$ cat config.mk
export PLATFORM = sky130hd
export DESIGN_NAME = adc_trig_ctrl
export DESIGN_NICKNAME = d
export VERILOG_FILES = /design/src/rtl/adc_trig_pkg.sv /design/src/rtl/trig_select.sv /design/src/rtl/start_ctrl.sv /design/src/rtl/result_fmt.sv /design/src/rtl/pin_gate.sv /design/src/rtl/adc_trig_ctrl.sv
export SDC_FILE = /design/constraint.sdc
export NUM_CORES = 1
export LEC_CHECK = 0
export CORE_MARGIN = 10
export CORE_UTILIZATION = 45
export CTS_CLUSTER_DIAMETER = 60
export DETAILED_ROUTE_END_ITERATION = 8
export DONT_BUFFER_PORTS = 1
export PLACE_DENSITY = 0.67
export SYNTH_ARGS = -nofsm -noshare
export SYNTH_HDL_FRONTEND = slang
export SYNTH_SLANG_ARGS = --single-unit
export TNS_END_PERCENT = 1
$ cat constraint.sdc
create_clock -name clk -period 2.9 [get_ports clk]
set_clock_uncertainty 0.2 [all_clocks]
set_input_delay 0.145 -clock clk [delete_from_list [all_inputs] [get_ports clk]]
set_output_delay 0.145 -clock clk [all_outputs]
set_load 0.05 [all_outputs]
$ cat src/rtl/adc_trig_pkg.sv
package adc_trig_pkg;
  localparam int REG_AW = 3;
  localparam int REG_DW = 8;

  typedef enum logic [REG_AW-1:0] {
    ADDR_CTRL = 3'd0,
    ADDR_TSEL = 3'd1,
    ADDR_AMSK = 3'd2,
    ADDR_RLO  = 3'd3,
    ADDR_RHI  = 3'd4,
    ADDR_PINS = 3'd5
  } reg_addr_e;

  localparam int CB_EN   = 0;
  localparam int CB_AUTO = 1;
  localparam int CB_LADJ = 2;
  localparam int CB_GO   = 3;
  localparam int CB_DONE = 4;

  typedef struct packed {
    logic done;
    logic ladj;
    logic auto_en;
    logic en;
  } ctrl_t;
endpackage

$ cat src/rtl/trig_select.sv
module trig_select #(
  parameter int N_EVT = 6,
  parameter int SEL_W = 3
) (
  input  logic             clk,
  input  logic             rst_n,
  input  logic [SEL_W-1:0] sel,
  input  logic [N_EVT-1:0] evt_flags,
  output logic             trig_edge
);
  localparam int N_CODE = 1 << SEL_W;

  logic [N_CODE-1:0] cand;
  logic              sel_level;
  logic              level_q;

  // code 0 (free running) and any code beyond the event count are constant 0
  for (genvar c = 0; c < N_CODE; c++) begin : g_cand
    if (c >= 1 && c <= N_EVT) begin : g_src
      assign cand[c] = evt_flags[c-1];
    end else begin : g_zero
      assign cand[c] = 1'b0;
    end
  end

  assign sel_level = cand[sel];

  always_ff @(posedge clk) begin
    if (!rst_n) level_q <= 1'b0;
    else        level_q <= sel_level;
  end

  assign trig_edge = sel_level & ~level_q;
endmodule

$ cat src/rtl/start_ctrl.sv
module start_ctrl (
  input  logic clk,
  input  logic rst_n,
  input  logic en,
  input  logic auto_en,
  input  logic free_run,
  input  logic trig_edge,
  input  logic go,
  input  logic conv_busy,
  input  logic conv_done,
  output logic conv_start
);
  logic edge_req, fr_req, go_req, any_req;

  always_comb begin
    edge_req = auto_en & trig_edge & ~conv_busy;
    fr_req   = auto_en & free_run & conv_done;
    go_req   = go & ~conv_busy;
    any_req  = edge_req | fr_req | go_req;
  end

  always_ff @(posedge clk) begin
    if (!rst_n) conv_start <= 1'b0;
    else        conv_start <= en & ~conv_start & any_req;
  end
endmodule

$ cat src/rtl/result_fmt.sv
module result_fmt #(
  parameter int RES_W = 10,
  parameter int DW    = 8
) (
  input  logic [RES_W-1:0] res,
  input  logic             ladj,
  output logic [DW-1:0]    lo_byte,
  output logic [DW-1:0]    hi_byte
);
  localparam int PAD = 2*DW - RES_W;

  logic [2*DW-1:0] wide;

  if (PAD > 0) begin : g_pad
    always_comb begin
      if (ladj) wide = {res, {PAD{1'b0}}};
      else      wide = {{PAD{1'b0}}, res};
    end
  end else begin : g_nopad
    assign wide = res;
  end

  assign lo_byte = wide[DW-1:0];
  assign hi_byte = wide[2*DW-1:DW];
endmodule

$ cat src/rtl/pin_gate.sv
module pin_gate #(
  parameter int N_PINS = 6
) (
  input  logic [N_PINS-1:0] pin_in,
  input  logic [N_PINS-1:0] amask,
  output logic [N_PINS-1:0] pin_rd
);
  for (genvar i = 0; i < N_PINS; i++) begin : g_pin
    assign pin_rd[i] = pin_in[i] & ~amask[i];
  end
endmodule

$ cat src/rtl/adc_trig_ctrl.sv
module adc_trig_ctrl
  import adc_trig_pkg::*;
#(
  parameter int N_EVT  = 6,
  parameter int SEL_W  = 3,
  parameter int RES_W  = 10,
  parameter int N_PINS = 6
) (
  input  logic              clk,
  input  logic              rst_n,
  input  logic              reg_wr,
  input  logic [REG_AW-1:0] reg_waddr,
  input  logic [REG_DW-1:0] reg_wdata,
  input  logic [REG_AW-1:0] reg_raddr,
  output logic [REG_DW-1:0] reg_rdata,
  input  logic [N_EVT-1:0]  evt_flags,
  input  logic [N_PINS-1:0] pin_in,
  input  logic              conv_busy,
  input  logic              conv_done,
  input  logic [RES_W-1:0]  conv_result,
  output logic              conv_start
);
  ctrl_t             ctrl_q;
  logic [SEL_W-1:0]  sel_q;
  logic [N_PINS-1:0] amask_q;
  logic [RES_W-1:0]  res_q;

  logic wr_ctrl, wr_tsel, wr_amsk;
  logic go, trig_edge, free_run;
  logic [REG_DW-1:0] lo_byte, hi_byte;
  logic [N_PINS-1:0] pin_rd;

  always_comb begin
    wr_ctrl  = reg_wr && (reg_waddr == ADDR_CTRL);
    wr_tsel  = reg_wr && (reg_waddr == ADDR_TSEL);
    wr_amsk  = reg_wr && (reg_waddr == ADDR_AMSK);
    go       = wr_ctrl && reg_wdata[CB_GO];
    free_run = (sel_q == '0);
  end

  always_ff @(posedge clk) begin
    if (!rst_n) begin
      ctrl_q  <= '0;
      sel_q   <= '0;
      amask_q <= '0;
      res_q   <= '0;
    end else begin
      if (wr_ctrl) begin
        ctrl_q.en      <= reg_wdata[CB_EN];
        ctrl_q.auto_en <= reg_wdata[CB_AUTO];
        ctrl_q.ladj    <= reg_wdata[CB_LADJ];
      end
      if (conv_done)                          ctrl_q.done <= 1'b1;
      else if (wr_ctrl && reg_wdata[CB_DONE]) ctrl_q.done <= 1'b0;
      if (wr_tsel) sel_q   <= reg_wdata[SEL_W-1:0];
      if (wr_amsk) amask_q <= reg_wdata[N_PINS-1:0];
      if (conv_done) res_q <= conv_result;
    end
  end

  trig_select #(.N_EVT(N_EVT), .SEL_W(SEL_W)) u_tsel (
    .clk       (clk),
    .rst_n     (rst_n),
    .sel       (sel_q),
    .evt_flags (evt_flags),
    .trig_edge (trig_edge)
  );

  start_ctrl u_start (
    .clk        (clk),
    .rst_n      (rst_n),
    .en         (ctrl_q.en),
    .auto_en    (ctrl_q.auto_en),
    .free_run   (free_run),
    .trig_edge  (trig_edge),
    .go         (go),
    .conv_busy  (conv_busy),
    .conv_done  (conv_done),
    .conv_start (conv_start)
  );

  result_fmt #(.RES_W(RES_W), .DW(REG_DW)) u_fmt (
    .res     (res_q),
    .ladj    (ctrl_q.ladj),
    .lo_byte (lo_byte),
    .hi_byte (hi_byte)
  );

  pin_gate #(.N_PINS(N_PINS)) u_pins (
    .pin_in (pin_in),
    .amask  (amask_q),
    .pin_rd (pin_rd)
  );

  always_comb begin
    reg_rdata = '0;
    case (reg_raddr)
      ADDR_CTRL: begin
        reg_rdata[CB_EN]   = ctrl_q.en;
        reg_rdata[CB_AUTO] = ctrl_q.auto_en;
        reg_rdata[CB_LADJ] = ctrl_q.ladj;
        reg_rdata[CB_DONE] = ctrl_q.done;
      end
      ADDR_TSEL: reg_rdata[SEL_W-1:0]  = sel_q;
      ADDR_AMSK: reg_rdata[N_PINS-1:0] = amask_q;
      ADDR_RLO:  reg_rdata = lo_byte;
      ADDR_RHI:  reg_rdata = hi_byte;
      ADDR_PINS: reg_rdata[N_PINS-1:0] = pin_rd;
      default:   reg_rdata = '0;
    endcase
  end
endmodule

# Word level (Yosys, flattened, before mapping)
# Cells that the tools add are included.
# word_totals
register_bits	25
latch_bits	0
ramBits	0
rom_bits	0
in_bits	41
output_inout_bits	9
elab_cells	61
mem_count	0
# classes
add_sub_neg	0
multipliers	0
div	0
magnitude_cmp	1
eq_ne	7
shifts	0
mux	10
n_bitwise	25
n_reduce_logical	9
# op_table
cell	count
$pmux W3 S6	1
$mux W16	1
$and A1 B1 Y1	14
$eq A3 B2 Y1 const B	3
$logic_not A3 Y1	3
$not A1 Y1	9
$pmux W1 S4	2
$eq A3 B1 Y1 const B	2
$eq A3 B3 Y1 const B	2
$logic_and A1 B1 Y1	5
$pmux W1 S5	1
$lt A3 B4 Y1 const B	1
$pmux W2 S2	1
$bmux W1 S3	1
$mux W1	3
$or A1 B1 Y1	2
$reduce_bool A2 Y1	1

# Depth between registers and ports, before layout
# logic_depth
depth_word	8
ltp_mapped	5
ltp_nobuf	4

# Cells and area by module
# From an unflattened synthesis, not the netlist that was laid out.
# unflattened
cells_unflattened	161
area_unflattened_um2	1654.1
# by_module_without_submodules
mod	instances	cells_each	area_per_inst_um2
adc_trig_ctrl	1	122	1275.0
result_fmt	1	18	157.7
trig_select	1	9	83.8
pin_gate	1	6	82.6
start_ctrl	1	6	55.1

# Least setup slack after synthesis
# OpenSTA, ideal clock, no wires.
# synth_path
path_type	input to output
startpoint	input port reg_raddr[0]
endpoint	output port reg_rdata[4]
arrival_time_ns	1.756
t_required_ns	2.555
path_slack_ns	0.799
stages	5
path_cell_list	buf_2 > and3b_1 > nor2b_1 > nand2_1 > a31oi_1
# synth_between
elab_chain_cells	2
word_cells_on_any_way	6
classes_between	eq/ne (4); mux (1); reduce/logical (1)
# synth_lines
element	line_no	source
start, declared	adc_trig_ctrl.sv:14	input logic [REG_AW-1:0] reg_raddr,
$eq A3 B3 Y1 (tied with other cells)	adc_trig_ctrl.sv:97	case (reg_raddr)
$pmux W1 S5 (*)	adc_trig_ctrl.sv:97	
end, declared	adc_trig_ctrl.sv:15	output logic [REG_DW-1:0] reg_rdata,
# Every way passes the cells marked *; elsewhere a longest branch is shown, timed or not.

# Worst setup path in the final report
# layout_path
startpoint	input port reg_waddr[2]
endpoint	register ctrl_q[1] (netlist name)
# layout_between
elab_chain_cells	2
# layout_lines
element	line_no	source
start, declared	adc_trig_ctrl.sv:12	input logic [REG_AW-1:0] reg_waddr,
$logic_not A3 Y1	adc_trig_ctrl.sv:34	wr_ctrl = reg_wr && (reg_waddr == ADDR_CTRL);
$logic_and A1 B1 Y1	adc_trig_ctrl.sv:34	
# Every way passes these cells.
# A chain may end at the register's enable or synchronous reset.

==> metrics <==
Clock transition at path regs 0.15 ns; post-route minimum period 2.43 ns; chip width about 75 µm; Max-slew headroom 48.7%; Worst Setup Slack, final 0.466 ns; Initial DRT Pass Iterations 4; crit path max fanout 5; fmax between 0.4 and 0.5 GHz; Layout Nets 229; Post CTS Setup Buffer Count 0; num ports 50; Setup CP Type in2reg; latest clock arrival within the worst-skew pair 0.32 ns; first-pass GRT wire length 6380 µm; CP required between 2 and 3 ns; row cnt 19; GP Congestion 0.899; area of the core approximately 2800 µm²; max_cap viols 0; Detailed Place HPWL approximately 2800 µm; peak supply drop 324 µV; Via-to-Cell Ratio around 5.8; Setup WS pre-CTS between 1 and 1.5 ns; CTS tree built; DR WL/cell about 18 µm; TritonCTS Buffers 3; period utilization 83.9%; Seq cells post-synth 25; DRT Wirelength 3800 µm; routing usage on met3 4.07%; final global-route overflow total 0; final std cells w/o fill 217; most frequent cells in the layout nor2_1 (28), dlygate4sd3_1 (28), dfxtp_1 (25); ant diodes 0; Syn Nets 196; initial DRC count 141; vias in the first global route between 1000 and 1500; Pwr Density approximately 370 nW/µm²; Least-Margin Pin Slew around 0.76 ns; fillcell total 232; met2 GRT Util between 20% and 30%; startpoint class of the critical path input pin; Area Growth Syn to Fin 26.9%; met1 usage ~17%; Total GRT Usage 14.0%; clk buf depth 2; CTS H-tree lvls 1; initial antenna violation count 0; Sink Count 25; average cell area after synthesis 8.86 µm²; status completed; setup violators final 0; Hold WC Path Type in2reg; Die Footprint 5630 µm²; IO buf count 0; Static Leakage 0.651 nW; count of cell types in the netlist 34; Chip Height 75.1 µm; post-route ant nets 0; DP Cell Count 185; flop-to-flop setup slack 0.88 ns; pin count of the biggest net entering global routing 26; cell count after synthesis between 150 and 200; final hold violation count 0; drt drc 0; via count 1261; RSZ-0062 raised after global routing no; share of layout cells above drive strength 1 9.14%; Crit path arrival time 2.50 ns; register area share after synthesis 36.7%; layer carrying the most global-route usage met2; Yosys warnings 0; starting density of the core 48.2%; CP endpoint kind flop; clock root buffer master clkbuf_4; Final TNS setup 0 ns; Slew Limit Fails 0; Hold Slack 0.0101 ns; Post-Synthesis Cell Area ~1400 µm²
==> through the flow <==
step	instance area, µm²	util (%)	total power, mW
global placement	1420	50.2	0.456
floorplan	1360	-	0.448
detailed placement	1420	50.2	0.459
finish	1730	61.2	0.649
global route	1730	61.2	0.679
CTS	1730	61.2	0.655
==> worst max-delay path: stages <==
cell and delay (ns):
dlygate4sd3_1 0.57, nor4b_2 0.46, nand2_1 0.09, dlygate4sd3_1 0.56, a21oi_1 0.12, dlygate4sd3_1 0.56
==> worst paths after layout <==
check               startpoint        endpoint  cells after the start
setup reg to reg      sel_q[1]  u_tsel.level_q                      4
hold / removal           rst_n      amask_q[2]                      3
hold reg to reg       res_q[1]        res_q[1]                      2
setup / recovery  reg_waddr[2]       ctrl_q[1]                      6
==> power breakdown <==
| group | internal [mW] | leakage, nW | switching, mW | total [mW] |
|---|---|---|---|---|
| sequential | 0.357 | 0.204 | 0.0101 | 0.367 |
| clock | 0.0526 | 0.0139 | 0.111 | 0.163 |
| combinational | 0.0612 | 0.433 | 0.0572 | 0.118 |
==> metal layers <==
metal | routed length (µm) | vias up
met5 | 0 | -
met4 | 29 | 0
met3 | 287 | 4
met2 | 1920 | 32
met1 | 1570 | 610
li1 | - | 615
==> state kept, by name, summed over array words and instances, names as in the netlist <==
register / flops
amask_q: 6
ctrl_q: 4
res_q: 10
sel_q: 3
u_start.conv_start: 1
u_tsel.level_q: 1
==> Yosys cell counts <==
| cell type | count | area (µm²) |
|---|---|---|
| mux2_2 | 1 | 11.3 |
| a32oi_1 | 2 | 17.5 |
| a22o_1 | 4 | 35.0 |
| a31oi_1 | 4 | 25.0 |
| ha_1 | 1 | 12.5 |
| o21ai_0 | 1 | 5.00 |
| nor3b_1 | 2 | 15.0 |
| a21oi_1 | 8 | 40.0 |
| nand2b_1 | 5 | 31.3 |
| a22oi_1 | 3 | 22.5 |
| and2_1 | 1 | 6.26 |
| nor2b_1 | 6 | 37.5 |
| o31ai_2 | 1 | 12.5 |
| and4b_1 | 3 | 30.0 |
| mux2i_1 | 21 | 210 |
| and3b_1 | 1 | 8.76 |
| o22a_1 | 2 | 17.5 |
| nand3b_1 | 3 | 22.5 |
| inv_1 | 3 | 11.3 |
| buf_2 | 4 | 20.0 |
| nor4b_2 | 1 | 15.0 |
| dfxtp_1 | 25 | 500 |
| a31o_1 | 1 | 8.76 |
| a21o_1 | 1 | 7.51 |
| nor2_1 | 28 | 105 |
| clkinv_1 | 1 | 3.75 |
| clkbuf_1 | 3 | 11.3 |
| nor3_1 | 1 | 5.00 |
| buf_6 | 1 | 11.3 |
| or4b_2 | 1 | 10.0 |
| nor4bb_1 | 2 | 20.0 |
| nand2_1 | 11 | 41.3 |
| a222oi_1 | 1 | 10.0 |
| mux4_2 | 1 | 22.5 |
==> final cells by class <==
cell class                 count  area [µm²]  share of cell area (%)
inverter                       4        15.0                   0.868
clock buffer                   3        22.5                    1.30
timing repair buffer          36         340                    19.7
clock inverter                 1        7.51                   0.434
multi-input combinational    117         806                    46.6
sequential                    25         500                    28.9
tap                           31        38.8                    2.24
==> timing repair <==
action | CTS | global route
hold buffers | 28 | 0
endpoints found under the hold margin | 25 | 0
resized for setup | 0 | 0
==> cell families (layout without fill, tap and decap cells) <==
family                     count (synthesis)  count (layout)  synth area share (%)
buffers and inverters                     12              44                  4.22
DFF                                       25              25                  36.7
and+or+nand+nor                           65              65                  25.5
muxes                                     23              23                  17.9
adders and majority gates                  1               1                 0.917
AOI/OAI and AO/OA                         28              28                  14.8
Power figures use the tool's default switching activity.
